[config.mk]
export PLATFORM = sky130hd
export DESIGN_NAME = vcap_irq_ctrl
export DESIGN_NICKNAME = d
export VERILOG_FILES = /design/src/rtl/vcap_irq_pkg.sv /design/src/rtl/vcap_thresh_detect.sv /design/src/rtl/vcap_event_flag.sv /design/src/rtl/vcap_ctl_decode.sv /design/src/rtl/vcap_field_track.sv /design/src/rtl/vcap_irq_ctrl.sv
export SDC_FILE = /design/constraint.sdc
export NUM_CORES = 1
export LEC_CHECK = 0
export ABC_AREA = 0
export BUFFER_PORTS_ARGS = -buffer_cell sky130_fd_sc_hd__buf_2
export CORE_MARGIN = 5
export CORE_UTILIZATION = 32
export CTS_CLUSTER_SIZE = 24
export DETAILED_ROUTE_END_ITERATION = 6
export PLACE_DENSITY = 0.72
export SLEW_MARGIN = 10
export SYNTH_ARGS = -nofsm -noshare
export SYNTH_HDL_FRONTEND = slang
export SYNTH_HIERARCHICAL = 1
export SYNTH_SLANG_ARGS = --single-unit
[constraint.sdc]
create_clock -name clk -period 0.8 [get_ports clk]
set_input_delay 0.04 -clock clk [delete_from_list [all_inputs] [get_ports clk]]
set_output_delay 0.04 -clock clk [all_outputs]
set_load 0.02 [all_outputs]
[src/rtl/vcap_irq_pkg.sv]
package vcap_irq_pkg;
  localparam int NUM_EV    = 3;
  localparam int EV_DONE   = 0;
  localparam int EV_THRESH = 1;
  localparam int EV_OVF    = 2;
  localparam int CTL_W     = 2 * NUM_EV;
  localparam int ACK_LSB   = NUM_EV;
  typedef logic [NUM_EV-1:0] ev_vec_t;
endpackage

[src/rtl/vcap_thresh_detect.sv]
module vcap_thresh_detect #(
  parameter int LINE_W = 11
) (
  input  logic              clk,
  input  logic              rst_n,
  input  logic [LINE_W-1:0] line_cnt,
  input  logic [LINE_W-1:0] line_thresh,
  output logic              hit_pulse
);
  logic match_now;
  logic match_q;

  assign match_now = (line_cnt == line_thresh);

  always_ff @(posedge clk or negedge rst_n) begin
    if (!rst_n) match_q <= 1'b0;
    else        match_q <= match_now;
  end

  // rising edge of the compare: one pulse per arrival at the threshold
  assign hit_pulse = match_now & ~match_q;
endmodule

[src/rtl/vcap_event_flag.sv]
module vcap_event_flag (
  input  logic clk,
  input  logic rst_n,
  input  logic set_i,
  input  logic ack_i,
  output logic flag_o
);
  always_ff @(posedge clk or negedge rst_n) begin
    if (!rst_n)     flag_o <= 1'b0;
    else if (set_i) flag_o <= 1'b1;   // event has priority over acknowledge
    else if (ack_i) flag_o <= 1'b0;
  end
endmodule

[src/rtl/vcap_ctl_decode.sv]
module vcap_ctl_decode
  import vcap_irq_pkg::*;
(
  input  logic             clk,
  input  logic             rst_n,
  input  logic             ctl_wr,
  input  logic [CTL_W-1:0] ctl_wdata,
  output ev_vec_t          en_q,
  output ev_vec_t          ack_vec,
  output logic             go_q
);
  assign ack_vec = ctl_wr ? ctl_wdata[CTL_W-1:ACK_LSB] : '0;

  always_ff @(posedge clk or negedge rst_n) begin
    if (!rst_n) begin
      en_q <= '0;
      go_q <= 1'b0;
    end else begin
      if (ctl_wr) en_q <= ctl_wdata[NUM_EV-1:0];
      go_q <= ack_vec[EV_DONE];
    end
  end
endmodule

[src/rtl/vcap_field_track.sv]
module vcap_field_track (
  input  logic clk,
  input  logic rst_n,
  input  logic vblank_start,
  input  logic field2_in,
  output logic field2_q
);
  always_ff @(posedge clk or negedge rst_n) begin
    if (!rst_n)            field2_q <= 1'b0;
    else if (vblank_start) field2_q <= field2_in;
  end
endmodule

[src/rtl/vcap_irq_ctrl.sv]
module vcap_irq_ctrl
  import vcap_irq_pkg::*;
#(
  parameter int LINE_W = 11
) (
  input  logic              clk,
  input  logic              rst_n,
  input  logic              cap_done,
  input  logic              ovf_err,
  input  logic [LINE_W-1:0] line_cnt,
  input  logic [LINE_W-1:0] line_thresh,
  input  logic              field2_in,
  input  logic              vblank_start,
  input  logic              ctl_wr,
  input  logic [CTL_W-1:0]  ctl_wdata,
  output logic [NUM_EV-1:0] stat_flags,
  output logic              stat_field2,
  output logic              irq,
  output logic              next_frame_go
);
  ev_vec_t ev_set;
  ev_vec_t ev_ack;
  ev_vec_t ev_en;
  logic    thresh_hit;

  vcap_thresh_detect #(.LINE_W(LINE_W)) u_thresh (
    .clk         (clk),
    .rst_n       (rst_n),
    .line_cnt    (line_cnt),
    .line_thresh (line_thresh),
    .hit_pulse   (thresh_hit)
  );

  vcap_ctl_decode u_ctl (
    .clk       (clk),
    .rst_n     (rst_n),
    .ctl_wr    (ctl_wr),
    .ctl_wdata (ctl_wdata),
    .en_q      (ev_en),
    .ack_vec   (ev_ack),
    .go_q      (next_frame_go)
  );

  vcap_field_track u_field (
    .clk          (clk),
    .rst_n        (rst_n),
    .vblank_start (vblank_start),
    .field2_in    (field2_in),
    .field2_q     (stat_field2)
  );

  always_comb begin
    ev_set            = '0;
    ev_set[EV_DONE]   = cap_done;
    ev_set[EV_THRESH] = thresh_hit;
    ev_set[EV_OVF]    = ovf_err;
  end

  for (genvar gi = 0; gi < NUM_EV; gi++) begin : g_flag
    vcap_event_flag u_flag (
      .clk    (clk),
      .rst_n  (rst_n),
      .set_i  (ev_set[gi]),
      .ack_i  (ev_ack[gi]),
      .flag_o (stat_flags[gi])
    );
  end

  // level request straight from registered state: drops on the clearing edge
  assign irq = |(stat_flags & ev_en);
endmodule

==> impl_metrics.yaml <==
drt:
  initialDrtViolationCount: 4
  wl_mm: 1.21
  vias: 481
  post_drt_wl_per_cell_um: 11.4
  vias_per_cell: 4.54
  drtAntennaViolNets: 0
  drc: 0
  first_pass_iters: 4
cells_and_area:
  areaGrowthSynthToFinish_pct: 71.1
  postLayoutCoreUtil: 0.559
  diodes: 0
  num-nets-final: 126
  drive_gt1_frac: 0.633
  nFillCells: 145
  final-seq-area_um2: 229
  multiInputGateArea_um2: 235
  instances_no_fill: 106
timing:
  rsz0062_at_grt: "yes"
  hold_viol_final: 0
  relSlewSlack: 0.814
  setup_violations: 5
  timing.final.ws_setup_ns: -0.432
  report.final.slew_viol_count: 0
  worstMarginPinSlew_ns: 0.279
  finalCritPeriodShare: 1.54
  fmax_mhz: 812
  period_minus_slack_ns: 1.23
  fin_skew_ns: 0.000222
run:
  max-cap-violations: 0
yosys:
  synth_top_area_frac: 0.474
  syn_inst: 40
  yosys.area_share.simple: 0.121
  yosysSeqAreaShare: 0.474
  synth_fa_ha_area_frac: 0
  synthTopCellsByArea: "dfrtp_1 47%, xnor2_1 20%, mux2_2 7.1%"
  syn_area_per_cell_um2: 11.9
  synth.net_count: 75
  synth-xor-area-share: 0.203
  yosysWarnings: 6
  synth_mux_area_frac: 0.103
  synth_cell_types: 12
  synth_compound_area_frac: 0.0684
  synth_seq_cells: 9
  synth_top_family_by_area: "XOR/XNOR gates"
  synth.largest_area_cell: "dfrtp_1"
  synth_area_um2: 475
power_and_ir_drop:
  p_per_area_mw_per_mm2: 1410
  power.leakage_nw: 0.404
  vdd_drop_max_mv: 0.538
critical_path:
  r2r_start: "g_flag[0].u_flag/flag_o"
  crit_type: "flop to output pin"
  critPathCapture: "irq"
  r2r_slack_ns: 0
  startpoint: "u_ctl/en_q[0]"
  worstPathMaxFanout: 2
  required_ns: 0.76
  arrival_ns: 1.19
  crit_path_start_kind: "flop"
  endpoint_kind: "output pin"
  r2r_end: "g_flag[0].u_flag/flag_o"
  ff2ff_path_depth: 2
place:
  pre_cts_slack_ns: -0.158
  io_buffer_count: 40
  dp_hpwl_mm: 1.01
  place_inst: 99
  gp_congestion: 0.720
global_route:
  grt_overflow: 0
  grt_max_degree: 10
  grt_usage: 0.114
  grt_pass1_vias: 531
  antenna_found_initial: 0
  grt_pass1_wl_mm: 2.11
clock_tree:
  cts_buffers: 3
  cts_tree: "yes"
  path_clk_slew_ns: 0.05
  clk-insertion-delay-late_ns: 0.26
  cts_sinks: 9
  cts.path.max_buffers: 2
  h-tree-depth: 1
  clock-root-buffer: "clkbuf_4"
floorplanning:
  die_w_um: 48.5
  coreArea_mm2: 0.00145
  fp.dieArea_mm2: 0.00236
  start_util: 0.327
  fp.dieH_um: 48.5
  std_cell_rows: 14
  pin_count: 41
hold_path:
  hp-class: "primary input to flop"
  holdPathStages: 2
outcome:
  outcome: "finished, violations left"
  violations: "negative setup slack"
==> final cells by class <==
| class | instances | area share |
|---|---|---|
| clock buffers | 4 | 0.0323 |
| well taps | 16 | 0.0246 |
| repair buffers | 46 | 0.354 |
| multi-input cells | 27 | 0.289 |
| inverters | 4 | 0.0185 |
| flip-flops and latches | 9 | 0.282 |
==> sequential cells by signal, summed over array words and instances (netlist names) <==
signal	cells
u_thresh/match_q	1
g_flag.u_flag/flag_o	3
u_ctl/go_q	1
u_ctl/en_q	3
u_field/field2_q	1
==> power by group <==
group	internal, mW	total [mW]	switching [mW]
logic	0.185	0.304	0.120
clock network	0.191	0.339	0.148
registers	0.487	0.504	0.0171
total	0.864	1.15	0.285
==> layer usage <==
metal / track usage / wire length, um / vias up
li1: - / - / 236
met1: 0.103 / 364 / 210
met2: 0.204 / 644 / 31
met3: 0.0521 / 178 / 4
met4: 0.0673 / 25 / 0
met5: 0 / 0 / -
==> cell usage after synthesis, drive strengths merged <==
library cell / instances
nor4: 1
a21o: 3
dfrtp: 9
nor3: 1
nand4: 2
and2: 3
mux2: 4
a222oi: 1
xnor2: 11
inv: 4
nand3: 1
==> worst min path at each step <==
| stage | startpoint | end | slack [ns] |
|---|---|---|---|
| 2_1_floorplan | rst_n | g_flag[0].u_flag/flag_o | -0.26 |
| 3_5_place_dp | rst_n | u_ctl/go_q | -0.10 |
| 5_1_grt | field2_in | u_field/field2_q | 0.009 |
| 6_report | field2_in | u_field/field2_q | 0.02 |
| 3_3_place_gp | rst_n | u_ctl/go_q | -0.10 |
| 4_1_cts | ctl_wdata[1] | u_ctl/en_q[1] | 0.005 |
==> cells by family after synthesis <==
kind of cell / count (synthesis)
and+or+nand+nor: 8
DFF: 9
AOI/OAI and AO/OA: 4
muxes: 4
xor gates and xnor gates: 11
buffers and inverters: 4
==> timing repair <==
item	4_1_cts	5_1_grt
buffers inserted	0	0
hold buffers	3	0
hold endpoints to repair	11	0
setup endpoints to repair	9	9
gates resized for setup	11	0
pin swaps	3	0
==> worst max-delay path: stages (launching register included) <==
cell	delay (ns)
dfrtp_1	0.38
a222oi_1	0.34
inv_1	0.06
buf_2	0.16
==> placed cells by master (no fill, tap or decap), types with 3 or more instances in the layout <==
cell type	count
mux2_2	3
a21o_1	3
dlygate4sd3_1	3
buf_2	35
xnor2_1	11
inv_1	4
dfrtp_1	6
buf_6	6
and2_2	3
dfrtp_2	3
clkbuf_4	3
==> stage by stage <==
stage               cell area [um^2]  power, mW  setup TNS (ns)  hold slack, ns
finish                           813       1.15          -0.910          0.0161
global route                     813       1.21           -1.19         0.00881
CTS                              813       1.17          -0.983         0.00545
detailed placement               722      0.788          -0.260          -0.100
global placement                 722      0.779          -0.197          -0.104
floorplan                        479      0.642          -0.162          -0.256
Note: power is estimated with default switching activity, not from simulation.
